===== config.mk =====
export PLATFORM = sky130hd
export DESIGN_NAME = flash_prog_ctrl
export DESIGN_NICKNAME = d
export VERILOG_FILES = /design/src/rtl/flash_ctrl_pkg.sv /design/src/rtl/flash_bus_engine.sv /design/src/rtl/flash_poll_judge.sv /design/src/rtl/flash_prog_ctrl.sv
export SDC_FILE = /design/constraint.sdc
export NUM_CORES = 1
export LEC_CHECK = 0
export BUFFER_PORTS_ARGS = -buffer_cell sky130_fd_sc_hd__buf_2
export CORE_MARGIN = 3
export CORE_UTILIZATION = 40
export DETAILED_ROUTE_END_ITERATION = 12
export GPL_TIMING_DRIVEN = 0
export SKIP_CTS_REPAIR_TIMING = 1
export SYNTH_ARGS = -nofsm -noshare
export SYNTH_HDL_FRONTEND = slang
export SYNTH_HIERARCHICAL = 1
export SYNTH_SLANG_ARGS = --single-unit

===== constraint.sdc =====
create_clock -name clk -period 5.3 [get_ports clk]
set_clock_uncertainty 0.1 [all_clocks]
set_input_delay 1.06 -clock clk [delete_from_list [all_inputs] [get_ports clk]]
set_output_delay 1.06 -clock clk [all_outputs]
set_load 0.05 [all_outputs]

===== src/rtl/flash_ctrl_pkg.sv =====
package flash_ctrl_pkg;

    localparam int FL_AW = 17;
    localparam int FL_DW = 8;

    localparam logic [FL_AW-1:0] UNLK_A = 17'h05555;
    localparam logic [FL_AW-1:0] UNLK_B = 17'h02AAA;

    typedef enum logic [1:0] {
        OP_PROG = 2'd0,
        OP_SECT = 2'd1,
        OP_CHIP = 2'd2,
        OP_RST  = 2'd3
    } op_e;

    typedef enum logic [1:0] {
        RES_OK      = 2'd0,
        RES_DEVFAIL = 2'd1,
        RES_WDOG    = 2'd2
    } res_e;

    typedef enum logic [2:0] {
        V_PASS,
        V_AGAIN,
        V_RECHECK,
        V_FAIL_DEV,
        V_FAIL_WD
    } verdict_e;

    typedef enum logic [2:0] {
        T_IDLE,
        T_WRITE,
        T_WWAIT,
        T_READ,
        T_RWAIT
    } top_st_e;

    typedef struct packed {
        logic [FL_AW-1:0] addr;
        logic [FL_DW-1:0] data;
    } bus_wr_t;

    function automatic int ns2cyc(input int ns, input int clk_ns);
        return (ns + clk_ns - 1) / clk_ns;
    endfunction

    function automatic int max2(input int a, input int b);
        return (a > b) ? a : b;
    endfunction

    function automatic logic [2:0] seq_last(input op_e op);
        return (op == OP_PROG) ? 3'd3 : (op == OP_RST) ? 3'd2 : 3'd5;
    endfunction

    function automatic bus_wr_t cmd_step(input op_e op, input logic [2:0] idx,
                                         input logic [FL_AW-1:0] ta,
                                         input logic [FL_DW-1:0] td);
        bus_wr_t w;
        w.addr = UNLK_A;
        w.data = 8'hAA;
        case (idx)
            3'd1: begin w.addr = UNLK_B; w.data = 8'h55; end
            3'd2: w.data = (op == OP_PROG) ? 8'hA0 : (op == OP_RST) ? 8'hF0 : 8'h80;
            3'd3: if (op == OP_PROG) begin w.addr = ta; w.data = td; end
            3'd4: begin w.addr = UNLK_B; w.data = 8'h55; end
            3'd5: if (op == OP_CHIP) w.data = 8'h10;
                  else begin w.addr = ta; w.data = 8'h30; end
            default: ;
        endcase
        return w;
    endfunction

endpackage


===== src/rtl/flash_bus_engine.sv =====
module flash_bus_engine
    import flash_ctrl_pkg::*;
#(
    parameter int WE_LO     = 4,
    parameter int WE_HI     = 2,
    parameter int RD_CYC    = 7,
    parameter int FLOAT_CYC = 2
) (
    input  logic             clk,
    input  logic             rst,
    input  logic             go,
    input  logic             go_write,
    input  logic [FL_AW-1:0] go_addr,
    input  logic [FL_DW-1:0] go_data,
    output logic             done,
    output logic [FL_DW-1:0] rdata,
    output logic [FL_AW-1:0] fl_addr,
    output logic [FL_DW-1:0] fl_dq_out,
    output logic             fl_dq_oe,
    input  logic [FL_DW-1:0] fl_dq_in,
    output logic             fl_cs_n,
    output logic             fl_oe_n,
    output logic             fl_we_n
);

    localparam int MAXC = max2(max2(WE_LO, WE_HI), max2(RD_CYC, FLOAT_CYC));
    localparam int CW   = $clog2(MAXC + 1);

    typedef enum logic [2:0] {E_IDLE, E_WSET, E_WLO, E_WHI, E_RACC, E_RFLT} eng_st_e;

    eng_st_e          st;
    logic [CW-1:0]    cnt;
    logic [FL_AW-1:0] a_q;
    logic [FL_DW-1:0] d_q;

    always_ff @(posedge clk) begin
        if (rst) begin
            st    <= E_IDLE;
            cnt   <= '0;
            a_q   <= '0;
            d_q   <= '0;
            rdata <= '0;
        end else begin
            case (st)
                E_IDLE: if (go) begin
                    a_q <= go_addr;
                    d_q <= go_data;
                    st  <= go_write ? E_WSET : E_RACC;
                    cnt <= go_write ? '0 : CW'(RD_CYC - 1);
                end
                E_WSET: begin
                    st  <= E_WLO;
                    cnt <= CW'(WE_LO - 1);
                end
                E_WLO: if (cnt == '0) begin
                    st  <= E_WHI;
                    cnt <= CW'(WE_HI - 1);
                end else cnt <= cnt - 1'b1;
                E_WHI: if (cnt == '0) st <= E_IDLE;
                       else cnt <= cnt - 1'b1;
                E_RACC: if (cnt == '0) begin
                    rdata <= fl_dq_in;
                    st    <= E_RFLT;
                    cnt   <= CW'(FLOAT_CYC - 1);
                end else cnt <= cnt - 1'b1;
                E_RFLT: if (cnt == '0) st <= E_IDLE;
                        else cnt <= cnt - 1'b1;
                default: st <= E_IDLE;
            endcase
        end
    end

    assign done      = ((st == E_WHI) || (st == E_RFLT)) && (cnt == '0);
    assign fl_cs_n   = !((st == E_WSET) || (st == E_WLO) || (st == E_WHI) || (st == E_RACC));
    assign fl_oe_n   = (st != E_RACC);
    assign fl_we_n   = (st != E_WLO);
    assign fl_dq_oe  = (st == E_WSET) || (st == E_WLO) || (st == E_WHI);
    assign fl_addr   = a_q;
    assign fl_dq_out = d_q;

    // checker counters for strobe widths
    logic [CW:0] lo_run, hi_run, flt_run;
    always_ff @(posedge clk) begin
        if (rst) begin
            lo_run  <= '0;
            hi_run  <= (CW+1)'(MAXC);
            flt_run <= (CW+1)'(MAXC);
        end else begin
            lo_run  <= fl_we_n ? '0 : lo_run + 1'b1;
            hi_run  <= !fl_we_n ? '0 : (hi_run < (CW+1)'(MAXC)) ? hi_run + 1'b1 : hi_run;
            flt_run <= !fl_oe_n ? '0 : (flt_run < (CW+1)'(MAXC)) ? flt_run + 1'b1 : flt_run;
        end
    end

    a_r5_we_low_width: assert property (@(posedge clk) disable iff (rst)
        $rose(fl_we_n) |-> lo_run == (CW+1)'(WE_LO));
    a_r5_we_high_gap: assert property (@(posedge clk) disable iff (rst)
        $fell(fl_we_n) |-> hi_run >= (CW+1)'(WE_HI));
    a_r6_float_before_drive: assert property (@(posedge clk) disable iff (rst)
        $rose(fl_dq_oe) |-> flt_run >= (CW+1)'(FLOAT_CYC));

endmodule


===== src/rtl/flash_poll_judge.sv =====
module flash_poll_judge
    import flash_ctrl_pkg::*;
(
    input  logic     bit7,
    input  logic     bit5,
    input  logic     exp7,
    input  logic     recheck,
    input  logic     at_limit,
    output verdict_e verdict
);
    always_comb begin
        if (bit7 == exp7)  verdict = V_PASS;
        else if (recheck)  verdict = V_FAIL_DEV;
        else if (bit5)     verdict = V_RECHECK;
        else if (at_limit) verdict = V_FAIL_WD;
        else               verdict = V_AGAIN;
    end
endmodule


===== src/rtl/flash_prog_ctrl.sv =====
module flash_prog_ctrl
    import flash_ctrl_pkg::*;
#(
    parameter int CLK_NS     = 10,
    parameter int T_WC_NS    = 70,
    parameter int T_WP_NS    = 35,
    parameter int T_WPH_NS   = 20,
    parameter int T_AH_NS    = 45,
    parameter int T_DS_NS    = 30,
    parameter int T_ACC_NS   = 70,
    parameter int T_OE_NS    = 30,
    parameter int T_DF_NS    = 20,
    parameter int POLL_LIMIT = 65536
) (
    input  logic             clk,
    input  logic             rst,
    input  logic             req_valid,
    output logic             req_ready,
    input  logic [1:0]       req_op,
    input  logic [FL_AW-1:0] req_addr,
    input  logic [FL_DW-1:0] req_data,
    output logic             res_valid,
    output logic [1:0]       res_code,
    output logic [FL_AW-1:0] fl_addr,
    output logic [FL_DW-1:0] fl_dq_out,
    output logic             fl_dq_oe,
    input  logic [FL_DW-1:0] fl_dq_in,
    output logic             fl_cs_n,
    output logic             fl_oe_n,
    output logic             fl_we_n
);

    localparam int WE_LO     = max2(ns2cyc(T_WP_NS, CLK_NS), ns2cyc(T_DS_NS, CLK_NS));
    localparam int WE_HI     = max2(1, max2(ns2cyc(T_WPH_NS, CLK_NS),
                                    max2(ns2cyc(T_WC_NS, CLK_NS) - WE_LO - 1,
                                         ns2cyc(T_AH_NS, CLK_NS) - WE_LO)));
    localparam int RD_CYC    = max2(1, max2(ns2cyc(T_ACC_NS, CLK_NS), ns2cyc(T_OE_NS, CLK_NS)));
    localparam int FLOAT_CYC = max2(1, ns2cyc(T_DF_NS, CLK_NS));
    localparam int PW        = $clog2(POLL_LIMIT + 1);

    top_st_e          st;
    op_e              op_q;
    logic [FL_AW-1:0] addr_q;
    logic [FL_DW-1:0] data_q;
    logic [2:0]       step_q;
    logic [PW-1:0]    poll_cnt;
    logic             recheck_q;
    logic             quiet_q;

    logic             eng_done;
    logic [FL_DW-1:0] eng_rdata;
    bus_wr_t          wr;
    verdict_e         verdict;
    logic             exp7;

    assign req_ready = (st == T_IDLE);
    assign wr        = cmd_step(op_q, step_q, addr_q, data_q);
    assign exp7      = (op_q == OP_PROG) ? data_q[7] : 1'b1;

    flash_bus_engine #(
        .WE_LO(WE_LO), .WE_HI(WE_HI), .RD_CYC(RD_CYC), .FLOAT_CYC(FLOAT_CYC)
    ) u_eng (
        .clk(clk), .rst(rst),
        .go((st == T_WRITE) || (st == T_READ)),
        .go_write(st == T_WRITE),
        .go_addr((st == T_WRITE) ? wr.addr : addr_q),
        .go_data(wr.data),
        .done(eng_done), .rdata(eng_rdata),
        .fl_addr(fl_addr), .fl_dq_out(fl_dq_out), .fl_dq_oe(fl_dq_oe),
        .fl_dq_in(fl_dq_in), .fl_cs_n(fl_cs_n), .fl_oe_n(fl_oe_n), .fl_we_n(fl_we_n)
    );

    flash_poll_judge u_judge (
        .bit7(eng_rdata[7]), .bit5(eng_rdata[5]), .exp7(exp7),
        .recheck(recheck_q), .at_limit(poll_cnt == PW'(POLL_LIMIT - 1)),
        .verdict(verdict)
    );

    always_ff @(posedge clk) begin
        if (rst) begin
            st        <= T_IDLE;
            op_q      <= OP_RST;
            addr_q    <= '0;
            data_q    <= '0;
            step_q    <= '0;
            poll_cnt  <= '0;
            recheck_q <= 1'b0;
            quiet_q   <= 1'b0;
            res_valid <= 1'b0;
            res_code  <= RES_OK;
        end else begin
            res_valid <= 1'b0;
            case (st)
                T_IDLE: if (req_valid) begin
                    op_q      <= op_e'(req_op);
                    addr_q    <= req_addr;
                    data_q    <= req_data;
                    step_q    <= '0;
                    poll_cnt  <= '0;
                    recheck_q <= 1'b0;
                    quiet_q   <= 1'b0;
                    st        <= T_WRITE;
                end
                T_WRITE: st <= T_WWAIT;
                T_WWAIT: if (eng_done) begin
                    if (step_q == seq_last(op_q)) begin
                        if (op_q == OP_RST) begin
                            if (!quiet_q) begin
                                res_valid <= 1'b1;
                                res_code  <= RES_OK;
                            end
                            st <= T_IDLE;
                        end else st <= T_READ;
                    end else begin
                        step_q <= step_q + 1'b1;
                        st     <= T_WRITE;
                    end
                end
                T_READ: st <= T_RWAIT;
                T_RWAIT: if (eng_done) begin
                    case (verdict)
                        V_PASS: begin
                            res_valid <= 1'b1;
                            res_code  <= RES_OK;
                            st        <= T_IDLE;
                        end
                        V_AGAIN: begin
                            poll_cnt <= poll_cnt + 1'b1;
                            st       <= T_READ;
                        end
                        V_RECHECK: begin
                            recheck_q <= 1'b1;
                            st        <= T_READ;
                        end
                        default: begin
                            res_valid <= 1'b1;
                            res_code  <= (verdict == V_FAIL_DEV) ? RES_DEVFAIL : RES_WDOG;
                            op_q      <= OP_RST;
                            step_q    <= '0;
                            quiet_q   <= 1'b1;
                            st        <= T_WRITE;
                        end
                    endcase
                end
                default: st <= T_IDLE;
            endcase
        end
    end

    a_r11_idle_bus_quiet: assert property (@(posedge clk) disable iff (rst)
        req_ready |-> fl_cs_n && fl_we_n);
    a_r11_result_pulse: assert property (@(posedge clk) disable iff (rst)
        res_valid |=> !res_valid);
    a_r9_fail_holds_ready: assert property (@(posedge clk) disable iff (rst)
        (res_valid && res_code != RES_OK) |-> !req_ready);
    a_r6_no_contention: assert property (@(posedge clk) disable iff (rst)
        !fl_oe_n |-> !fl_dq_oe);
    a_r10_poll_bound: assert property (@(posedge clk) disable iff (rst)
        poll_cnt <= PW'(POLL_LIMIT - 1));
    a_r8_single_recheck: assert property (@(posedge clk) disable iff (rst)
        (st == T_RWAIT && eng_done && recheck_q) |=> (st != T_READ));

endmodule


Yosys cells after proc, flatten, opt, wreduce, memory -nomap -nowiden
Index checks and enable logic that the tools add are counted.

Bits of input ports: 38. Memories: 0. Output and inout port bits: 33. Bits in writable memories: 0. Word-level logic and storage cells: 159. Bits in latches: 0. Bits in read-only memories: 0. Flip-flop bits (word level): 94.

Eq/ne operators: 40. Magnitude comparators: 0. Reduce and logical (&&, ||, !) cells: 32. Divide/modulo/power cells: 0. Add/sub/neg operators: 3. Multiplexer cells: 69. Multipliers: 0. Shift operators: 0. Bitwise operators: 0.

Operators with widths (number): 2-to-1 mux 17 bit (5); 2-to-1 mux 3 bit (24); one-hot mux 17 bit (3 select lines) (1); one-hot mux 17 bit (2 select lines) (1); one-hot mux 8 bit (4 select lines) (1); one-hot mux 3 bit (5 select lines) (2); 2-to-1 mux 25 bit (1); equality test 3 x 2 -> 1 bit (second input constant) (8); inequality test 2 bit (second input constant) (12); 2-to-1 mux 2 bit (10); adder 17 x 1 -> 17 bit (second input constant) (1); equality test 17 x 16 -> 1 bit (second input constant) (1); one-hot mux 2 bit (2 select lines) (4); AND reduction 4 bit (4); equality test 3 bit (second input constant) (5); 2-to-1 mux 7 bit (2); equality test 3 x 1 -> 1 bit (second input constant) (4); zero test 3 bit (4); 2-to-1 mux 1 bit (12); one-hot mux 3 bit (4 select lines) (1); one-hot mux 3 bit (3 select lines) (1); inequality test 2 x 1 -> 1 bit (second input constant) (4); OR reduction 2 bit (4); AND reduction 7 bit (1); other kinds (20) (31).

Depth between registers and ports, before layout
Depth after elaboration: 10. Depth in mapped cells: 12. Mapped depth without buffers: 10.

Modules after synthesis
Netlist, hierarchy kept.

Modules (own cells, without submodules): flash_prog_ctrl (sequential area each 1101.1 µm², cells each 397, area each 3094.2 µm², instances 1); flash_bus_engine (sequential area each 780.7 µm², cells each 195, area each 1675.4 µm², instances 1); flash_poll_judge (sequential area each 0.0 µm², cells each 6, area each 37.5 µm², instances 1).

Least setup slack after synthesis
Ideal clock, no wire load.

Path type: flip-flop to flip-flop. From: reg poll_cnt[4]. To: reg poll_cnt[11]. Buffers on the path: 1. Data required time: 5128 ps. Library setup time: 72 ps. Data arrival time: 2607 ps. Clock period less this slack: 2779 ps. Setup slack: 2521 ps. Stages on the path, launching flop included: 12. Path through: dfxtp_1 > and4_1 > nand2_1 > nor4_1 > ha_1 > nor2_1 > o21a_1 > or3b_1 > a211o_2 > buf_6 > nor4_1 > mux2i_1.

Cells in the longest elaborated chain, start to end: 8. Elaborated cells between the ends (all ways): 12. Classes of those cells: add/sub (1); eq/ne (3); mux (7); reduce/logical (1).

RTL lines: start: declaration (line flash_prog_ctrl.sv:46) `logic [PW-1:0] poll_cnt;`; start signal: assignment (line flash_prog_ctrl.sv:128) `poll_cnt <= poll_cnt + 1'b1;`; equality test 17 x 16 -> 1 bit (line flash_prog_ctrl.sv:75) `.recheck(recheck_q), .at_limit(poll_cnt == PW'(POLL_LIMIT - 1)),`; 2-to-1 mux 3 bit (line flash_poll_judge.sv:15) `else if (at_limit) verdict = V_FAIL_WD;`; 2-to-1 mux 3 bit (line flash_poll_judge.sv:14) `else if (bit5) verdict = V_RECHECK;`; 2-to-1 mux 3 bit (line flash_poll_judge.sv:13) `else if (recheck) verdict = V_FAIL_DEV;`; 2-to-1 mux 3 bit (line flash_poll_judge.sv:12) `if (bit7 == exp7) verdict = V_PASS;`; named net verdict[0] (line flash_prog_ctrl.sv:53) `verdict_e verdict;`; equality test 3 x 1 -> 1 bit (line flash_prog_ctrl.sv:121) `case (verdict)`; inequality test 2 bit (no line); AND reduction 4 bit (no line).

The timed path passes the listed nets, and every way through them passes these cells. The select of a mux whose other input is x is not followed. A chain may end at the register's enable or synchronous reset.

Worst setup path in the final report
From: reg poll_cnt[3]. To: reg poll_cnt[13].

Same word-level chain as after synthesis.

==> impl_metrics.tcl <==
set metrics [dict create \
    cts_num_sinks 88 \
    endpoint_kind "flip-flop" \
    dpl_cell_area_um2 5100 \
    h-tree-depth 3 \
    core_area_um2 11000 \
    hold_viol 0 \
    cts_buffers 9 \
    routed_wl_um 11800 \
    status "complete, no violations" \
    drive_gt1_frac 0.192 \
    ant_nets 0 \
    drv_cap 0 \
    die_w_um 113 \
    antenna_found_initial 0 \
    fp-row-count 38 \
    rsz0062_at_grt "no" \
    fill_cells 1090 \
    vias 4260 \
    finalPower_mw 2.27 \
    wire_per_inst_um 14.8 \
    final_cell_mix "123 x nand2_1, 88 x dfxtp_1, 71 x buf_2, 67 x a21oi_1, 34 x nor2_1" \
    criticalPathCategory "flip-flop to flip-flop" \
    grt_pass1_vias 3950 \
    cts_buffer_depth 2 \
    crit_arrival_ns 3.39 \
    clock_latency_ns 0.35 \
    die_height_um 113 \
    layout_setup_ws_ns 2.02 \
    cts_tree "done" \
    synth_warnings 6 \
    layout.nets 706 \
    area.growth.synth_to_final_pct 17.4 \
    vdd_drop_max_uv 535 \
    final_common_cell "nand2_1" \
    min_period_ns 3.28 \
    hold-worst-slack_ns 0.354 \
    place_ws_ns 2.09 \
    hold_class "flip-flop to flip-flop" \
    slew_viol_final 0 \
    cp_max_fo 10 \
    power.density_nw_per_um2 420 \
    finalSetupTns_ns 0 \
    max_slew_margin 0.400 \
    firstDrtPassIters 5 \
    grt.total_usage 0.187 \
    clkTransAtPathRegs_ns 0.06 \
    place_congestion 0.822 \
    tightest_slew_ns 0.897 \
    syn_area_um2 4600 \
    holdPathStages 2 \
    utilization 0.490 \
    grt_pass1_wl_um 19200 \
    instances_no_fill 800 \
    first_iter_violations 247 \
    grt_max_degree 16 \
    clockRootBuffer "clkbuf_16" \
    hpwlAfterDp_um 8990 \
    dieArea_um2 12800 \
    fin_crit_sh 0.619 \
    start_kind "flip-flop" \
    portBuffers 64 \
    io_pins 71 \
    design_area_um2 5410 \
    p_leak_nw 2.17 \
    ff2ff_path_depth 11 \
    initial_utilization 0.417 \
    num_antenna_cells 0 \
    drc_errors 0 \
    max_freq_mhz 305 \
    syn_avg_cell_area_um2 7.94 \
    netlist_instances 580 \
    vias_per_cell 5.33 \
    crit_required_ns 5.41 \
    grt_overflow 0 \
    place_inst 784 \
    synth.net_count 631 \
    setup_violations 0 \
]
flip-flops by register name, summed over array words and instances, names as in the netlist, 2 cells and up:
name and cells:
u_eng/fl_dq_out 8, addr_q 17, res_code 2, poll_cnt 17
u_eng/fl_addr 17, data_q 8, u_eng/cnt 3, u_eng/st 3
step_q 3, u_eng/rdata 2, st 3, op_q 2
where the power goes:
part | leakage [nW] | internal, mW | switching (mW) | total, mW
logic | 1.30 | 0.304 | 0.532 | 0.836
clock network | 0.153 | 0.381 | 0.271 | 0.652
registers | 0.716 | 0.731 | 0.0497 | 0.780
metal layers:
metal	up-vias	routed length, um	global-route usage
met2	89	5670	0.308
met5	-	0	0
met1	1978	5500	0.242
li1	2178	-	-
met3	15	423	0.0337
met4	0	240	0.0769
critical path, cell delays in order, from the launching register on:
cell and delay (ns):
dfxtp_1 0.36, and4_1 0.25, nand2_1 0.27, nor4_1 0.12
ha_1 0.22, nor2_1 0.10, o21a_1 0.26, or3b_1 0.39
a211o_2 0.40, buf_6 0.16, o311ai_0 0.37, o41ai_1 0.14
layout make-up:
class / count / area [um^2] / share of cell area
inverters: 30 / 113 / 0.0208
clock buffers: 10 / 239 / 0.0442
well taps: 140 / 175 / 0.0324
clock inverters: 6 / 66.3 / 0.0123
multi-input cells: 427 / 2500 / 0.462
repair buffers: 64 / 320 / 0.0593
flip-flops and latches: 88 / 1760 / 0.326
plain buffers: 35 / 234 / 0.0433
final timing paths:
kind / startpoint / endpoint / slack (ns)
setup / recovery: poll_cnt[3] / poll_cnt[13] / 2.02
hold / removal: addr_q[15] / addr_q[15] / 0.35
setup reg to reg: poll_cnt[3] / poll_cnt[13] / 2.02
hold reg to reg: addr_q[15] / addr_q[15] / 0.35
(Power assumes the default switching activity.)
